==> src/rtl/cbo_perm_pkg.sv <==
package cbo_perm_pkg;

  localparam int unsigned LVL_N   = 3;
  localparam int unsigned SEL_W   = 2;
  localparam int unsigned LVL_M   = 0;
  localparam int unsigned LVL_H   = 1;
  localparam int unsigned LVL_S   = 2;

  typedef enum logic [1:0] {
    PRV_U   = 2'd0,
    PRV_S   = 2'd1,
    PRV_RSV = 2'd2,
    PRV_M   = 2'd3
  } prv_e;

  typedef enum logic [1:0] {
    OP_ZERO  = 2'd0,
    OP_CLEAN = 2'd1,
    OP_FLUSH = 2'd2,
    OP_INVAL = 2'd3
  } cbop_e;

  typedef enum logic [1:0] {
    RES_OK   = 2'd0,
    RES_ILL  = 2'd1,
    RES_VIRT = 2'd2
  } res_e;

  // Enable bits 7:4 of a configuration word, MSB first
  typedef struct packed {
    logic       zero_en;
    logic       cf_en;
    logic [1:0] inv_en;
  } blkcfg_t;

  localparam int unsigned FIELD_W = $bits(blkcfg_t);

endpackage

==> src/rtl/cbo_cfg_bank.sv <==
module cbo_cfg_bank
  import cbo_perm_pkg::*;
#(
  parameter int unsigned LEVELS = LVL_N
) (
  input  logic                        clk,
  input  logic                        rst_n,
  input  logic                        we,
  input  logic [SEL_W-1:0]            sel,
  input  blkcfg_t                     wfield,
  output blkcfg_t [LEVELS-1:0]        cfg_q
);

  for (genvar g = 0; g < LEVELS; g++) begin : g_lvl
    always_ff @(posedge clk) begin
      if (!rst_n) begin
        cfg_q[g] <= '0;
      end else if (we && (sel == SEL_W'(g))) begin
        cfg_q[g] <= wfield;
      end
    end
  end

endmodule

==> src/rtl/cbo_op_gate.sv <==
module cbo_op_gate
  import cbo_perm_pkg::*;
(
  input  blkcfg_t cfg,
  input  cbop_e   op,
  output logic    en
);

  always_comb begin
    unique case (op)
      OP_ZERO:  en = cfg.zero_en;
      OP_CLEAN,
      OP_FLUSH: en = cfg.cf_en;
      OP_INVAL: en = |cfg.inv_en;
      default:  en = 1'b0;
    endcase
  end

endmodule

==> src/rtl/cbo_perm_decide.sv <==
module cbo_perm_decide
  import cbo_perm_pkg::*;
(
  input  logic en_m,
  input  logic en_h,
  input  logic en_s,
  input  prv_e prv,
  input  logic virt,
  output res_e res
);

  always_comb begin
    res = RES_OK;
    unique case (prv)
      PRV_M:   res = RES_OK;
      PRV_RSV: res = RES_ILL;
      default: begin
        if (!en_m) begin
          res = RES_ILL;
        end else if (!virt) begin
          res = (prv == PRV_U && !en_s) ? RES_ILL : RES_OK;
        end else if (prv == PRV_S) begin
          res = en_h ? RES_OK : RES_VIRT;
        end else begin
          res = (en_h && en_s) ? RES_OK : RES_VIRT;
        end
      end
    endcase
  end

endmodule

==> src/rtl/cbo_perm_check.sv <==
module cbo_perm_check
  import cbo_perm_pkg::*;
(
  input  logic             clk,
  input  logic             rst_n,
  input  logic             cfg_we,
  input  logic [1:0]       cfg_sel,
  input  logic [3:0]       cfg_field,
  input  logic             chk_valid,
  input  logic [1:0]       chk_priv,
  input  logic             chk_virt,
  input  logic [1:0]       chk_op,
  output logic             res_valid,
  output logic [1:0]       res_code
);

  blkcfg_t [LVL_N-1:0] cfg_q;
  logic    [LVL_N-1:0] lvl_en;
  res_e                dec_res;

  cbo_cfg_bank #(.LEVELS(LVL_N)) u_bank (
    .clk    (clk),
    .rst_n  (rst_n),
    .we     (cfg_we),
    .sel    (cfg_sel),
    .wfield (blkcfg_t'(cfg_field)),
    .cfg_q  (cfg_q)
  );

  for (genvar g = 0; g < LVL_N; g++) begin : g_gate
    cbo_op_gate u_gate (
      .cfg (cfg_q[g]),
      .op  (cbop_e'(chk_op)),
      .en  (lvl_en[g])
    );
  end

  cbo_perm_decide u_decide (
    .en_m (lvl_en[LVL_M]),
    .en_h (lvl_en[LVL_H]),
    .en_s (lvl_en[LVL_S]),
    .prv  (prv_e'(chk_priv)),
    .virt (chk_virt),
    .res  (dec_res)
  );

  always_ff @(posedge clk) begin
    if (!rst_n) begin
      res_valid <= 1'b0;
      res_code  <= RES_OK;
    end else begin
      res_valid <= chk_valid;
      res_code  <= chk_valid ? dec_res : RES_OK;
    end
  end

endmodule

==> config.mk <==
export PLATFORM = sky130hd
export DESIGN_NAME = cbo_perm_check
export DESIGN_NICKNAME = d
export VERILOG_FILES = /design/src/rtl/cbo_perm_pkg.sv /design/src/rtl/cbo_cfg_bank.sv /design/src/rtl/cbo_op_gate.sv /design/src/rtl/cbo_perm_decide.sv /design/src/rtl/cbo_perm_check.sv
export SDC_FILE = /design/constraint.sdc
export NUM_CORES = 1
export LEC_CHECK = 0
export BUFFER_PORTS_ARGS = -buffer_cell sky130_fd_sc_hd__buf_2
export CAP_MARGIN = 20
export CELL_PAD_IN_SITES_DETAIL_PLACEMENT = 1
export CELL_PAD_IN_SITES_GLOBAL_PLACEMENT = 2
export CORE_UTILIZATION = 27
export CTS_CLUSTER_DIAMETER = 80
export DETAILED_ROUTE_END_ITERATION = 8
export GPL_TIMING_DRIVEN = 0
export HOLD_SLACK_MARGIN = 0.02
export PLACE_DENSITY_LB_ADDON = 0.1
export SLEW_MARGIN = 20
export SYNTH_ARGS = -nofsm -noshare
export SYNTH_HDL_FRONTEND = slang
export SYNTH_SLANG_ARGS = --single-unit
==> constraint.sdc <==
create_clock -name clk -period 1.15 [get_ports clk]
set_input_delay 0.23 -clock clk [delete_from_list [all_inputs] [get_ports clk]]
set_output_delay 0.23 -clock clk [all_outputs]
set_load 0.05 [all_outputs]
==> results.yml, run 1 <==
status:
  status: "complete, no violations"
worst_setup_path:
  cp.depth: 1
  reg2reg_depth: 4
  crit_chain: "buf_2"
  crit_end: "res_valid"
  cp.required_ns: 0.92
  critPathTopFamily: "flip-flops"
  crit_buf_inv: 1
  slowest_delay_ns: 0.32
  crit_fanout: 1
  crit_path_end_kind: "output pin"
  critPathLaunchType: "flop"
  r2r_slack_ns: 0.10
  worstSetupPathType: "flop to output pin"
  slowest_stage: "dfxtp_1"
  r2r-end: "res_code[0]"
  critical_path.startpoint: "res_valid"
  reg2reg_from: "u_bank.cfg_q[8]"
  crit_arrival_ns: 0.87
cts:
  clkLatencyLatePin_ns: 0.28
  cts_root_buf: "clkbuf_4"
  cts.sinks: 15
  cts_tree: "yes"
  cts_setup_buffers: 0
  cts_resized: 0
  clk_pin_slew_worst_paths_ns: 0.10
  cts_hold_buf: 0
  cts-buffers-inserted: 3
  clock_path_buffers: 2
  htree_levels: 1
sta:
  max_freq_ghz: 0.911
  relSlewSlack_pct: 76.7
  rsz0062_at_grt: "no"
  finClkSkew_ns: 0.00737
  setup_viol: 0
  hold_viol: 0
  worstMarginPinSlew_ns: 0.350
  min_period_over_period_pct: 95.4
  period_needed_ns: 1.10
  finalMaxSlewViolations: 0
  fin_ws_ns: 0.0528
die:
  start_util_pct: 28.3
  rows: 18
  core_area_sq_mm: 0.00245
  die_area_sq_mm: 0.00278
  die_h_um: 52.8
  num_io_pins: 18
  die_x_um: 52.8
synthesis:
  syn_area_sq_um: 696
  syn_inst: 68
  synth_top_cell_by_area: "dfxtp_1"
  synth_edf_count: 0
  synth_top_flop_cell: "dfxtp_1"
  ys_top_cells_by_area: "dfxtp_1 (43%), mux2i_1 (17%), nor2b_1 (11%)"
  yosys_warnings: 0
  seq_area_frac_synth_pct: 43.2
  synth_top_area_share_pct: 43.2
  synth.distinct_cells: 20
  syn_area_per_cell_sq_um: 10.2
  ys_ff_latch: 15
  synth_nets: 85
  async_flop_share_pct: 0
placed_design:
  numPortBuffers: 17
  dp_slack_ns: -0.169
  dp.cells: 115
  place_area_sq_um: 831
  place_congestion: 0.687
grt:
  grt_max_degree: 11
  grt_pass1_vias: 559
  gr-total-overflow: 0
  grt_pass1_wl_um: 2610
  grt_usage_pct: 13.5
  antenna_found_initial: 0
layout:
  final_cells: 119
  design_area_sq_um: 863
  area_growth_pct: 24.1
  fin_nets: 107
  num_antenna_cells: 0
  final_cell_mix: "buf_2 (17), dfxtp_1 (15), mux2i_1 (12), nor2b_1 (12), a21oi_1 (4)"
  final_common_cell: "buf_2"
  drive_gt1_share_pct: 29.2
  register_area_sq_um: 300
  fill_cells: 296
  multiInputGateArea_sq_um: 402
route:
  drtIter0Drc: 4
  vias: 552
  totalWireLength_um: 1600
  ant_nets: 0
  wire_per_inst_um: 13.5
  dr.pass1.iters: 4
  drc: 0
  via_per_inst: 4.64
pwr:
  peakVddDrop_mv: 0.626
  finalPower_w: 0.00101
  p_leak_nw: 0.390
  power.density_mw_per_mm2: 1170
worst_hold_path:
  min_path_type: "input port to flop"
job:
  drv_cap: 0
## routing by layer
layer  track usage, %  wire length (um)  vias to the layer above
met2             21.1               729                       11
met1             17.5               794                      255
met4             5.26                12                        0
li1                 -                 -                      284
met3             3.48                66                        2
met5                0                 0                        -
## power by group
group          leakage [nW]  internal (W)  switching, W
Sequential            0.122      0.000538    0.00000869
Combinational         0.250     0.0000755     0.0000863
Clock                0.0177      0.000129      0.000177
## final cells by class
cell class	count	area share (%)
well taps	30	4.35
clock buffers	3	2.61
clock inverters	1	0.580
plain buffers	1	0.435
repair buffers	17	9.86
inverters	2	0.870
multi-input cells	50	46.5
flip-flops and latches	15	34.8
## through the flow
step | hold WS, ns | utilization [%] | setup TNS, ns
2_1_floorplan | 0.358 | - | 0
3_3_place_gp | 0.481 | 33.8 | -0.311
3_5_place_dp | 0.495 | 33.8 | -0.334
4_1_cts | 0.194 | 35.0 | 0
5_1_grt | 0.193 | 35.2 | 0
6_report | 0.199 | 35.2 | 0
## synthesized netlist by cell type (2+ instances only)
master     n
dfxtp_1   15
mux2i_1   12
nor2b_1   12
a21oi_1    4
o21ai_0    4
a211oi_1   3
ha_1       2
inv_1      2
nand2_1    2
nand3b_2   2
## sequential cells by signal (all words and copies together), names as in the netlist
name	flops
res_code	2
res_valid	1
u_bank.cfg_q	12
## cell families after synthesis
logic type | count (synthesis) | synth area share, %
flip-flops | 15 | 43.2
AND/OR/NAND/NOR | 23 | 23.0
AO/OA/AOI/OAI | 13 | 11.3
adder cells (fa/ha/maj) | 2 | 3.60
multiplexers | 12 | 17.3
buffers and inverters | 3 | 1.62
## worst min-delay path by stage
stage	slack (ns)	endpoint	depth (start not counted)	from
3_5_place_dp	0.49	u_bank.cfg_q[8]	2	rst_n
5_1_grt	0.19	u_bank.cfg_q[8]	2	rst_n
3_3_place_gp	0.48	u_bank.cfg_q[8]	2	rst_n
2_1_floorplan	0.36	u_bank.cfg_q[4]	1	rst_n
6_report	0.20	u_bank.cfg_q[8]	2	rst_n
4_1_cts	0.19	u_bank.cfg_q[8]	2	rst_n
Note: power is estimated with default switching activity, not from simulation.
==> run 2: changes to the inputs <==
--- a/config.mk
+++ b/config.mk
@@ -11,10 +11,13 @@
 export CELL_PAD_IN_SITES_GLOBAL_PLACEMENT = 2
 export CORE_UTILIZATION = 27
 export CTS_CLUSTER_DIAMETER = 80
+export CTS_CLUSTER_SIZE = 14
 export DETAILED_ROUTE_END_ITERATION = 8
 export GPL_TIMING_DRIVEN = 0
 export HOLD_SLACK_MARGIN = 0.02
 export PLACE_DENSITY_LB_ADDON = 0.1
+export SETUP_SLACK_MARGIN = 0.1
+export SKIP_CTS_REPAIR_TIMING = 1
 export SLEW_MARGIN = 20
 export SYNTH_ARGS = -nofsm -noshare
 export SYNTH_HDL_FRONTEND = slang
==> results.yml, run 2 (synthesis results as in run 1) <==
route:
  wire_per_inst_um: 12.5
  totalWireLength_um: 1490
  via_per_inst: 4.61
  vias: 549
  dr.pass1.iters: 3
  drc: 0
  ant_nets: 0
  drtIter0Drc: 1
layout:
  fin_util_pct: 37.1
  drive_gt1_share_pct: 34.8
  fin_nets: 107
  largest_reg_flops: 12
  top_register: "u_bank.cfg_q"
  design_area_sq_um: 911
  largest_registers: "u_bank.cfg_q (12), res_code (2), res_valid (1)"
  final_cell_mix: "buf_2 (14), dfxtp_1 (14), mux2i_1 (12), nor2b_1 (12), a21oi_1 (4)"
  area_growth_pct: 30.9
  num_antenna_cells: 0
sta:
  period_needed_ns: 1.03
  finClkSkew_ns: 0.00207
  hold_viol: 0
  fin_tns_setup_ns: 0
  worstMarginPinSlew_ns: 0.360
  min_period_over_period_pct: 89.7
  setup_viol: 0
  max_freq_ghz: 0.970
  rsz0062_at_grt: "yes"
  finalMaxSlewViolations: 0
  relSlewSlack_pct: 76.0
placed_design:
  dpl.hpwl_um: 1180
  place_area_sq_um: 848
  place_congestion: 0.663
  numPortBuffers: 17
status:
  status: "complete, no violations"
worst_setup_path:
  crit_arrival_ns: 1.21
  crit_path_end_kind: "flop"
  critPathLaunchType: "input port"
  crit_fanout: 4
  cp.required_ns: 1.33
  crit_top_cell: "a211oi_2"
  slowest_delay_ns: 0.28
  crit_chain: "buf_2 > inv_8 > ha_4 > a211oi_2 > a211oi_2 > nor2_1 > o21a_1"
  slowest_stage: "ha_4"
  worstSetupPathType: "input port to flop"
pwr:
  p_leak_nw: 0.393
  power.density_mw_per_mm2: 1120
  peakVddDrop_mv: 0.655
grt:
  grt_pass1_vias: 575
  grt_max_degree: 11
  antenna_found_initial: 0
  grt_usage_pct: 12.8
  grt_pass1_wl_um: 2480
  gr-total-overflow: 0
cts:
  clkLatencyLatePin_ns: 0.27
  cts.sinks: 15
  cts_tree: "yes"
  clk_pin_slew_worst_paths_ns: 0.09
  cts-buffers-inserted: 3
  clock_path_buffers: 2
  cts_root_buf: "clkbuf_4"
  htree_levels: 1
die:
  num_io_pins: 18
  die_h_um: 52.8
  die_area_sq_mm: 0.00278
  rows: 18
  die_x_um: 52.8
  core_area_sq_mm: 0.00245
  start_util_pct: 28.3
job:
  drv_cap: 0
worst_hold_path:
  min_path_type: "input port to flop"
-- run 2: changes by cell type in the layout (fill, tap and decap cells not counted), sizes merged --
cell    before  now
clkbuf       4    5
clkinv       1    0
-- run 2: path summary, 6_finish.rpt --
kind                     from               to  slack, ns  depth (start not counted)
min                     rst_n  u_bank.cfg_q[8]       0.20                          2
max reg2reg  u_bank.cfg_q[10]      res_code[0]       0.17                          4
min reg2reg   u_bank.cfg_q[5]  u_bank.cfg_q[5]       0.53                          2
max                 chk_op[0]      res_code[0]       0.12                          7
-- run 2: power by group --
part	total [W]	switching (W)	internal [W]	leakage [nW]
registers	0.000546	0.0000103	0.000536	0.123
logic	0.000176	0.0000905	0.0000852	0.255
clock network	0.000299	0.000165	0.000134	0.0150
total	0.00102	0.000266	0.000756	0.393
-- run 2: final cells by class --
type                            instances  area (sq um)
Buffer                                  1          3.75
Clock buffer                            4          26.3
Fill cell                             297          1540
Inverter                                2          20.0
Multi-Input combinational cell         50           415
Sequential cell                        15           304
Tap cell                               30          37.5
Timing Repair Buffer                   17           104
-- run 2: routing by layer --
layer,GRT usage (%),routed length [um],up-vias
met4,5.26,13,0
met1,16.0,750,254
met2,20.5,666,11
met5,0,0,-
li1,-,-,282
met3,3.48,63,2
-- run 2: stage by stage --
step | hold slack [ns] | total power (W) | worst slack (ns) | std cells
after floorplan | 0.358 | 0.000661 | 0.0577 | 68
after global placement | 0.481 | 0.000726 | -0.281 | 115
after detailed placement | 0.497 | 0.000726 | -0.276 | 115
after CTS | 0.202 | 0.00104 | 0.0185 | 119
after global routing | 0.208 | 0.00108 | 0.0678 | 119
final | 0.201 | 0.00102 | 0.119 | 119
-- run 2: worst max-delay path: cells and delay by family --
kind	cells	cell delay, ns
fa+ha+maj	1	0.28
compound gates	3	0.45
simple gates	1	0.07
buf+inv	2	0.17
==> run 3: changes to the inputs <==
--- a/config.mk
+++ b/config.mk
@@ -7,9 +7,9 @@
 export LEC_CHECK = 0
 export BUFFER_PORTS_ARGS = -buffer_cell sky130_fd_sc_hd__buf_2
 export CAP_MARGIN = 20
-export CELL_PAD_IN_SITES_DETAIL_PLACEMENT = 1
-export CELL_PAD_IN_SITES_GLOBAL_PLACEMENT = 2
-export CORE_UTILIZATION = 27
+export CELL_PAD_IN_SITES_DETAIL_PLACEMENT = 0
+export CELL_PAD_IN_SITES_GLOBAL_PLACEMENT = 1
+export CORE_UTILIZATION = 34
 export CTS_CLUSTER_DIAMETER = 80
 export CTS_CLUSTER_SIZE = 14
 export DETAILED_ROUTE_END_ITERATION = 8
==> results.yml, run 3 (synthesis results as in run 1) <==
layout:
  drive_gt1_share_pct: 35.6
  fin_nets: 108
  fill_cells: 179
  num_antenna_cells: 0
  largest_registers: "u_bank.cfg_q (12), res_code (2), res_valid (1)"
  design_area_sq_um: 906
  largest_reg_flops: 12
  top_register: "u_bank.cfg_q"
  area_growth_pct: 30.2
  fin_util_pct: 49.8
  final_cell_mix: "buf_2 (13), dfxtp_1 (13), mux2i_1 (12), nor2b_1 (12), a21oi_1 (4)"
sta:
  hold_viol: 0
  fin_ws_ns: 0.152
  min_period_over_period_pct: 86.8
  relSlewSlack_pct: 79.8
  rsz0062_at_grt: "yes"
  fin_tns_setup_ns: 0
  max_freq_ghz: 1.00
  holdWs_ns: 0.197
  finalMaxSlewViolations: 0
  finClkSkew_ns: 0.00717
  worstMarginPinSlew_ns: 0.303
  setup_viol: 0
  period_needed_ns: 0.998
worst_setup_path:
  reg2reg_from: "u_bank.cfg_q[10]"
  critPathLaunchType: "input port"
  reg2reg_depth: 4
  crit_fanout: 4
  crit_end: "res_code[0]"
  crit_path_end_kind: "flop"
  r2r-end: "res_code[0]"
  critical_path.startpoint: "chk_op[1]"
  r2r_slack_ns: 0.17
  worstSetupPathType: "input port to flop"
  cp.required_ns: 1.33
  crit_arrival_ns: 1.17
pwr:
  p_leak_nw: 0.401
  power.density_mw_per_mm2: 1120
  peakVddDrop_mv: 0.682
die:
  start_util_pct: 38.2
  rows: 15
  die_x_um: 47.2
  num_io_pins: 18
  die_h_um: 47.2
  core_area_sq_mm: 0.00182
  die_area_sq_mm: 0.00223
cts:
  htree_levels: 1
  cts_root_buf: "clkbuf_4"
  clk_pin_slew_worst_paths_ns: 0.08
  cts.sinks: 15
  cts_tree: "yes"
  cts-buffers-inserted: 3
  clock_path_buffers: 2
  clkLatencyLatePin_ns: 0.28
placed_design:
  place_congestion: 0.787
  numPortBuffers: 17
  dp_slack_ns: -0.178
  dpl.hpwl_um: 1050
  place_area_sq_um: 842
route:
  drc: 0
  dr.pass1.iters: 4
  via_per_inst: 4.57
  wire_per_inst_um: 11.4
  ant_nets: 0
  totalWireLength_um: 1310
  drtIter0Drc: 2
  vias: 525
worst_hold_path:
  min_path_type: "input port to flop"
  hold-path-cell-count: 2
job:
  drv_cap: 0
status:
  status: "complete, no violations"
grt:
  grt_usage_pct: 14.6
  grt_pass1_wl_um: 2160
  antenna_found_initial: 0
  gr-total-overflow: 0
  grt_pass1_vias: 446
  grt_max_degree: 11
-- run 3: final cells by class --
cell class / instances / area, sq um / area share [%]
buffer: 1 / 3.75 / 0.414
clock buffer: 3 / 22.5 / 2.49
clock inverter: 1 / 5.00 / 0.552
inverter: 2 / 20.0 / 2.21
multi-input combinational: 50 / 407 / 44.9
sequential: 15 / 303 / 33.4
tap: 25 / 31.3 / 3.45
timing repair buffer: 18 / 114 / 12.6
-- run 3: per-stage QoR --
| step | instances | total power [W] |
|---|---|---|
| 2_1_floorplan | 68 | 0.000661 |
| 3_3_place_gp | 110 | 0.000722 |
| 3_5_place_dp | 110 | 0.000724 |
| 4_1_cts | 114 | 0.00103 |
| 5_1_grt | 115 | 0.00108 |
| 6_report | 115 | 0.00102 |
-- run 3: how the worst min path moves through the flow --
stage,startpoint,endpoint,slack [ns]
floorplan,rst_n,u_bank.cfg_q[4],0.36
global placement,rst_n,u_bank.cfg_q[8],0.48
detailed placement,rst_n,u_bank.cfg_q[4],0.50
CTS,rst_n,u_bank.cfg_q[8],0.19
global route,rst_n,u_bank.cfg_q[4],0.19
finish,rst_n,u_bank.cfg_q[8],0.20
-- run 3: layer usage --
layer / GRT usage, % / part of all wire, %
met1: 20.0 / 52
met2: 20.5 / 43
met3: 5.77 / 3.7
met4: 5.14 / 1.1
met5: 0 / 0
-- run 3: power by group --
| part | switching, W | leakage, nW | internal (W) |
|---|---|---|---|
| Sequential | 0.0000100 | 0.123 | 0.000538 |
| Combinational | 0.0000876 | 0.260 | 0.0000867 |
| Clock | 0.000166 | 0.0177 | 0.000129 |
| Total | 0.000263 | 0.401 | 0.000754 |
-- run 3: worst max-delay path, cell delays in order --
cell,delay (ns)
buf_2,0.13
inv_6,0.03
ha_4,0.28
a211oi_2,0.06
a211oi_1,0.22
nor2_1,0.06
o21a_1,0.16
